$ cat src/rtl/rtc_cal_pkg.sv
package rtc_cal_pkg;
  localparam int FIELD_W = 3;
  localparam int DATA_W  = 7;
  localparam int NFIELDS = 7;

  typedef enum logic [FIELD_W-1:0] {
    FLD_SEC  = 3'd0,
    FLD_MIN  = 3'd1,
    FLD_HOUR = 3'd2,
    FLD_WDAY = 3'd3,
    FLD_DATE = 3'd4,
    FLD_MON  = 3'd5,
    FLD_YEAR = 3'd6,
    FLD_NONE = 3'd7
  } field_e;

  // lowest legal value of a field
  function automatic logic [DATA_W-1:0] field_floor(input int idx);
    return (idx == int'(FLD_DATE) || idx == int'(FLD_MON)) ? 7'd1 : 7'd0;
  endfunction

  // highest legal value a host may write
  function automatic logic [DATA_W-1:0] field_ceil(input int idx);
    case (idx)
      0, 1:    return 7'd59;
      2:       return 7'd23;
      3:       return 7'd6;
      4:       return 7'd31;
      5:       return 7'd12;
      default: return 7'd99;
    endcase
  endfunction

  function automatic logic year_is_leap(input logic [DATA_W-1:0] yr);
    return yr[1:0] == 2'b00;
  endfunction

  function automatic logic [DATA_W-1:0] days_in_month(input logic [DATA_W-1:0] mon,
                                                       input logic leap);
    case (mon)
      7'd2:                      return leap ? 7'd29 : 7'd28;
      7'd4, 7'd6, 7'd9, 7'd11:   return 7'd30;
      default:                   return 7'd31;
    endcase
  endfunction
endpackage

$ cat src/rtl/rtc_subsec.sv
module rtc_subsec #(
  parameter int TICKS = 4
) (
  input  logic clk,
  input  logic rst_n,
  input  logic tick,
  input  logic clr,
  output logic sec_pulse
);
  localparam int PH_W = (TICKS > 1) ? $clog2(TICKS) : 1;
  localparam logic [PH_W-1:0] PH_LAST = PH_W'(TICKS - 1);

  logic [PH_W-1:0] phase;

  always_ff @(posedge clk or negedge rst_n) begin
    if (!rst_n)      phase <= '0;
    else if (clr)    phase <= '0;
    else if (tick)   phase <= (phase == PH_LAST) ? '0 : phase + 1'b1;
  end

  assign sec_pulse = tick && !clr && (phase == PH_LAST);

  // the cycle after a write restarts the phase, so no second pulse follows
  a_r8_restart_no_pulse: assert property (@(posedge clk) disable iff (!rst_n)
    (TICKS > 1) && clr |=> !sec_pulse);
endmodule

$ cat src/rtl/rtc_field_ctr.sv
module rtc_field_ctr #(
  parameter int W = 7,
  parameter logic [W-1:0] FLOOR = '0
) (
  input  logic         clk,
  input  logic         rst_n,
  input  logic         inc,
  input  logic         ld,
  input  logic [W-1:0] ld_val,
  input  logic [W-1:0] lim,
  output logic [W-1:0] val,
  output logic         carry
);
  logic at_top;
  assign at_top = (val >= lim);
  assign carry  = inc && at_top;

  always_ff @(posedge clk or negedge rst_n) begin
    if (!rst_n)    val <= FLOOR;
    else if (ld)   val <= ld_val;
    else if (inc)  val <= at_top ? FLOOR : val + 1'b1;
  end

  // a carry-out wraps the field to its floor
  a_r2_field_wrap: assert property (@(posedge clk) disable iff (!rst_n)
    inc && !ld && (val >= lim) |=> val == FLOOR);
  // idle field holds
  a_r10_field_hold: assert property (@(posedge clk) disable iff (!rst_n)
    !inc && !ld |=> $stable(val));
endmodule

$ cat src/rtl/rtc_calendar.sv
module rtc_calendar
  import rtc_cal_pkg::*;
#(
  parameter int TICKS_PER_SEC = 4
) (
  input  logic         clk,
  input  logic         rst_n,
  input  logic         tick_i,
  input  logic         wr_valid,
  output logic         wr_ready,
  input  logic [2:0]   wr_field,
  input  logic [6:0]   wr_data,
  output logic [5:0]   sec_o,
  output logic [5:0]   min_o,
  output logic [4:0]   hour_o,
  output logic [2:0]   wday_o,
  output logic [4:0]   date_o,
  output logic [3:0]   month_o,
  output logic [6:0]   year_o
);
  logic                  wr_acc;
  logic                  sec_pulse;
  logic [NFIELDS-1:0]    inc, carry, ld;
  logic [DATA_W-1:0]     val [NFIELDS];
  logic [DATA_W-1:0]     lim [NFIELDS];
  logic                  leap;
  logic [DATA_W-1:0]     mlen;

  assign wr_ready = 1'b1;
  assign wr_acc   = wr_valid && wr_ready;

  rtc_subsec #(.TICKS(TICKS_PER_SEC)) u_subsec (
    .clk       (clk),
    .rst_n     (rst_n),
    .tick      (tick_i),
    .clr       (wr_acc),
    .sec_pulse (sec_pulse)
  );

  assign leap = year_is_leap(val[FLD_YEAR]);
  assign mlen = days_in_month(val[FLD_MON], leap);

  // carry chain: sec -> min -> hour -> {date, wday}; date -> month -> year
  assign inc[FLD_SEC]  = sec_pulse;
  assign inc[FLD_MIN]  = carry[FLD_SEC];
  assign inc[FLD_HOUR] = carry[FLD_MIN];
  assign inc[FLD_WDAY] = carry[FLD_HOUR];
  assign inc[FLD_DATE] = carry[FLD_HOUR];
  assign inc[FLD_MON]  = carry[FLD_DATE];
  assign inc[FLD_YEAR] = carry[FLD_MON];

  for (genvar g = 0; g < NFIELDS; g++) begin : g_field
    localparam logic [DATA_W-1:0] FLOOR = field_floor(g);
    localparam logic [DATA_W-1:0] CEIL  = field_ceil(g);

    assign lim[g] = (g == int'(FLD_DATE)) ? mlen : CEIL;
    assign ld[g]  = wr_acc && (wr_field == FIELD_W'(g)) &&
                    (wr_data >= FLOOR) && (wr_data <= CEIL);

    rtc_field_ctr #(.W(DATA_W), .FLOOR(FLOOR)) u_ctr (
      .clk    (clk),
      .rst_n  (rst_n),
      .inc    (inc[g]),
      .ld     (ld[g]),
      .ld_val (wr_data),
      .lim    (lim[g]),
      .val    (val[g]),
      .carry  (carry[g])
    );
  end

  assign sec_o   = val[FLD_SEC][5:0];
  assign min_o   = val[FLD_MIN][5:0];
  assign hour_o  = val[FLD_HOUR][4:0];
  assign wday_o  = val[FLD_WDAY][2:0];
  assign date_o  = val[FLD_DATE][4:0];
  assign month_o = val[FLD_MON][3:0];
  assign year_o  = val[FLD_YEAR];

  // weekday wraps 6 -> 0 on a day change
  a_r3_wday_wrap: assert property (@(posedge clk) disable iff (!rst_n)
    carry[FLD_HOUR] && wday_o == 3'd6 |=> wday_o == 3'd0);
  // weekday never leaves its range
  a_r3_wday_range: assert property (@(posedge clk) disable iff (!rst_n)
    wday_o <= 3'd6);
  // a thirty-day month wraps after day 30
  a_r4_short_month: assert property (@(posedge clk) disable iff (!rst_n)
    carry[FLD_HOUR] && month_o == 4'd4 && date_o == 5'd30 |=> date_o == 5'd1 && month_o == 4'd5);
  // leap February reaches day 29
  a_r5_leap_feb: assert property (@(posedge clk) disable iff (!rst_n)
    carry[FLD_HOUR] && month_o == 4'd2 && date_o == 5'd28 && year_o[1:0] == 2'b00 |=> date_o == 5'd29);
  // common-year February ends on day 28
  a_r5_common_feb: assert property (@(posedge clk) disable iff (!rst_n)
    carry[FLD_HOUR] && month_o == 4'd2 && date_o == 5'd28 && year_o[1:0] != 2'b00
    |=> date_o == 5'd1 && month_o == 4'd3);
  // year 99 wraps to 0 on year carry
  a_r6_year_wrap: assert property (@(posedge clk) disable iff (!rst_n)
    carry[FLD_MON] && year_o == 7'd99 |=> year_o == 7'd0);
  // out-of-range seconds write leaves seconds untouched
  a_r9_bad_sec_write: assert property (@(posedge clk) disable iff (!rst_n)
    wr_valid && wr_field == 3'd0 && wr_data > 7'd59 |=> $stable(sec_o));
endmodule

$ cat config.mk
export PLATFORM = sky130hd
export DESIGN_NAME = rtc_calendar
export DESIGN_NICKNAME = d
export VERILOG_FILES = /design/src/rtl/rtc_cal_pkg.sv /design/src/rtl/rtc_subsec.sv /design/src/rtl/rtc_field_ctr.sv /design/src/rtl/rtc_calendar.sv
export SDC_FILE = /design/constraint.sdc
export NUM_CORES = 1
export LEC_CHECK = 0
export ABC_AREA = 1
export BUFFER_PORTS_ARGS = -buffer_cell sky130_fd_sc_hd__buf_4
export CORE_UTILIZATION = 45
export CTS_CLUSTER_DIAMETER = 200
export DETAILED_ROUTE_END_ITERATION = 7
export GPL_TIMING_DRIVEN = 0
export HOLD_SLACK_MARGIN = 0.05
export PLACE_DENSITY = 0.66
export SLEW_MARGIN = 20
export SYNTH_ARGS = -nofsm -noshare
export SYNTH_HDL_FRONTEND = slang
export SYNTH_HIERARCHICAL = 1
export SYNTH_SLANG_ARGS = --single-unit
export TNS_END_PERCENT = 10
$ cat constraint.sdc
create_clock -name clk -period 10.1 [get_ports clk]
set_input_delay 2.02 -clock clk [delete_from_list [all_inputs] [get_ports clk]]
set_output_delay 2.02 -clock clk [all_outputs]
set_load 0.01 [all_outputs]
==> impl_summary.md <==
Outcome
The run finished with clean final reports.

Drt
After detailed routing, the met3 layer carries 531 um of wire. The total number of vias is 5,110. In the routed layout, each cell is associated on average with a via count of 5.01. The number of nets with antenna violations after routing is 0. The routed metal-1 wire length is 5550 um. After detailed routing, the total wire length is 12,200 um. The highest routed metal layer is met4. The total DRC errors in the routed layout is 0. After the first detailed-routing iteration, the DRC count stood at 261. The average routed wire per standard cell is 11.9 um.

The met2 wire length is 5930 um. Before antenna repair, the detailed router went through 5 iterations.

STA
The number of slew-limit violations in the final report is 0. The post-route minimum period is 4.90 ns. The final hold violation count was 0. At the pin with the least slew margin, the transition time is slightly below 0.7 ns. After routing, the total negative slack on setup checks comes to 0 ns.

The worst-case setup margin in the final layout is approximately 5.2 ns. The clock skew after layout is 0.00519 ns. Setup repair after global routing left no endpoint under its margin. The fmax is 204 MHz. The worst slew margin relative to its limit is between 50% and 60%.

The share of the clock period used by the worst path is between 40% and 50%. The count of final setup violators is 0.

Clock network
The insertion delay of the later-clocked pin in the worst-skew pair is 0.29 ns. Clock-pin slew was measured on the worst setup and hold paths at ~0.060 ns. The CTS sink count is slightly above 50. The buffer count from post-CTS setup fixing is 0.

The total CTS buffers is 5. The clock passes through at most 2 buffers. Once the clock tree was built, the resizer swapped 0 gates to a different size. The buffer type at the clock tree root is sky130_fd_sc_hd__clkbuf_16. The depth of the CTS H-tree is 2. The number of hold buffers added after CTS was 0.

TritonCTS built the clock tree.

Global routing
The initial antenna violation count is 0. The number of global-route vias before repair is between 4,000 and 5,000. Global routing used 21.3% of the available tracks across all layers.

The total congestion overflow after global routing is 0. The wire length of the first global-routing pass is 20,500 um. Entering global routing, the biggest net connects 52 pins.

Cells and area
The number of filler instances in the final layout is ~1,100. The number of antenna diodes in the final layout is 0. The top cell types in the final layout, fill and taps aside, are sky130_fd_sc_hd__nand2_1 (206), sky130_fd_sc_hd__inv_1 (130), sky130_fd_sc_hd__nor2_1 (75). The finished cells cover about 6000 um^2. The area growth from synthesis to layout is 16.7%.

The most common cell after layout, fill and taps aside is sky130_fd_sc_hd__nand2_1. After the last flow step, the layout net total stands at ~950. The share of cells above drive strength 1 is 16.0%.

The sequential cells in the finished layout cover a total of 1280 um^2. The multi-input combinational cell area is 3490 um^2.

Floorplan
The horizontal die dimension is 110 um. The die covers 12,200 um^2. 51 I/O pins were placed. Once the floorplan was initialized, standard cells occupied 46.2% of the core. The vertical die dimension is 110 um. The floorplan row count is 39. The floorplan step defined a core boundary enclosing between 10,000 and 15,000 um^2.

Worst setup path
The number of buffers and inverters on the critical path is 9. The delay of the slowest critical-path stage is 0.54 ns. In this run the number of cells on the critical path is 21. The critical path endpoint category is a register.

The critical path goes through buf_4 > nor3b_1 > inv_1 > nor2_1 > inv_1 > nor2_1 > inv_1 > nor2_1 > inv_1 > a21oi_1 > buf_2 > inv_1 > nor2_1 > inv_1 > nand2_8 > inv_4 > nor2_2 > nor2_1 > nor2_1 > nand3_1 > nand2_1. The critical path arrival is 5.12 ns. The startpoint-to-endpoint class of the critical path is input pin to register.

The required time of the worst setup path is between 10 and 15 ns. The startpoint type of the worst setup path is an input pin. Measured in cells, the most critical reg-to-reg path has a length of 24. The kind of cell with the highest combined delay on the critical path is simple AND/OR/NAND/NOR gates. The slowest cell on the critical path is sky130_fd_sc_hd__nor2_1. The highest net fanout along the worst path is 8.

Job
Across the run, the number of max-cap violations was 0.

Pwr
Dividing total power by cell area gives a power density of 138 nW/um^2. Across the VDD grid, the largest voltage drop is 0.0906 mV. Total power for the finished layout comes to 848 uW. The leakage power of the design is 0.00357 uW.

Logic synthesis
In this run the cell area of the synthesized design comes to between 5000 and 6000 um^2. The mean cell area of the mapped netlist is 6.83 um^2. The Yosys step of the flow raised 6 warnings. Synthesis produced 773 cells.

Min path
The count of cells along the worst hold path is 2. The worst min-delay path class is register to register.

Placed design
The congestion estimate from routability-driven global placement came to 0.807. The pre-CTS setup slack is 4.86 ns. Port buffering added 49 buffers. Summing all placed instances gives a cell area of between 5000 and 6000 um^2. The HPWL after detailed placement is ~9000 um.
## layout make-up
type | instances | area share, %
Buffer | 9 | 1.48
Clock buffer | 7 | 2.15
Clock inverter | 1 | 0.488
Inverter | 146 | 9.59
Multi-Input combinational cell | 613 | 56.6
Sequential cell | 51 | 20.8
Tap cell | 143 | 2.91
Timing Repair Buffer | 49 | 5.97
## sequential cells by signal, indices dropped and copies added, names as in the netlist
name and flops:
u_subsec/phase 2, g_field.u_ctr/val 49
## power by group
| group | total (uW) | switching (uW) | internal [uW] |
|---|---|---|---|
| clock network | 191 | 73.3 | 117 |
| logic | 351 | 201 | 151 |
| registers | 307 | 65.5 | 241 |
## metrics by stage
step / hold WS, ns / utilization (%) / std cells
after floorplan: 0.453 / - / 819
final: 0.503 / 53.9 / 1019
after detailed placement: 0.490 / 52.5 / 1011
after global routing: 0.555 / 53.9 / 1019
after CTS: 0.507 / 53.9 / 1019
after global placement: 0.468 / 52.5 / 1011
## per-layer routing
layer  up-vias  track usage [%]
met5         -                0
met4         0             5.92
met3        10             2.70
met2       109             37.3
met1      2361             27.5
li1       2630                -
## worst paths after layout
path | start | endpoint | slack (ns)
max | wr_valid | g_field[6].u_ctr/val[3] | 5.20
min | u_subsec/phase[1] | u_subsec/phase[1] | 0.50
max reg2reg | g_field[0].u_ctr/val[2] | g_field[6].u_ctr/val[3] | 6.27
min reg2reg | u_subsec/phase[1] | u_subsec/phase[1] | 0.50
max in group asynchronous | rst_n | g_field[0].u_ctr/val[5] | 7.87
min in group asynchronous | rst_n | g_field[3].u_ctr/val[4] | 1.76
## tightest hold or removal path, stage by stage, from the launching register on
cell and delay, ns:
sky130_fd_sc_hd__dfrtp_1 0.36, sky130_fd_sc_hd__nand2_1 0.06, sky130_fd_sc_hd__nand2_1 0.05
No activity file was read; power rests on OpenSTA's default activity.
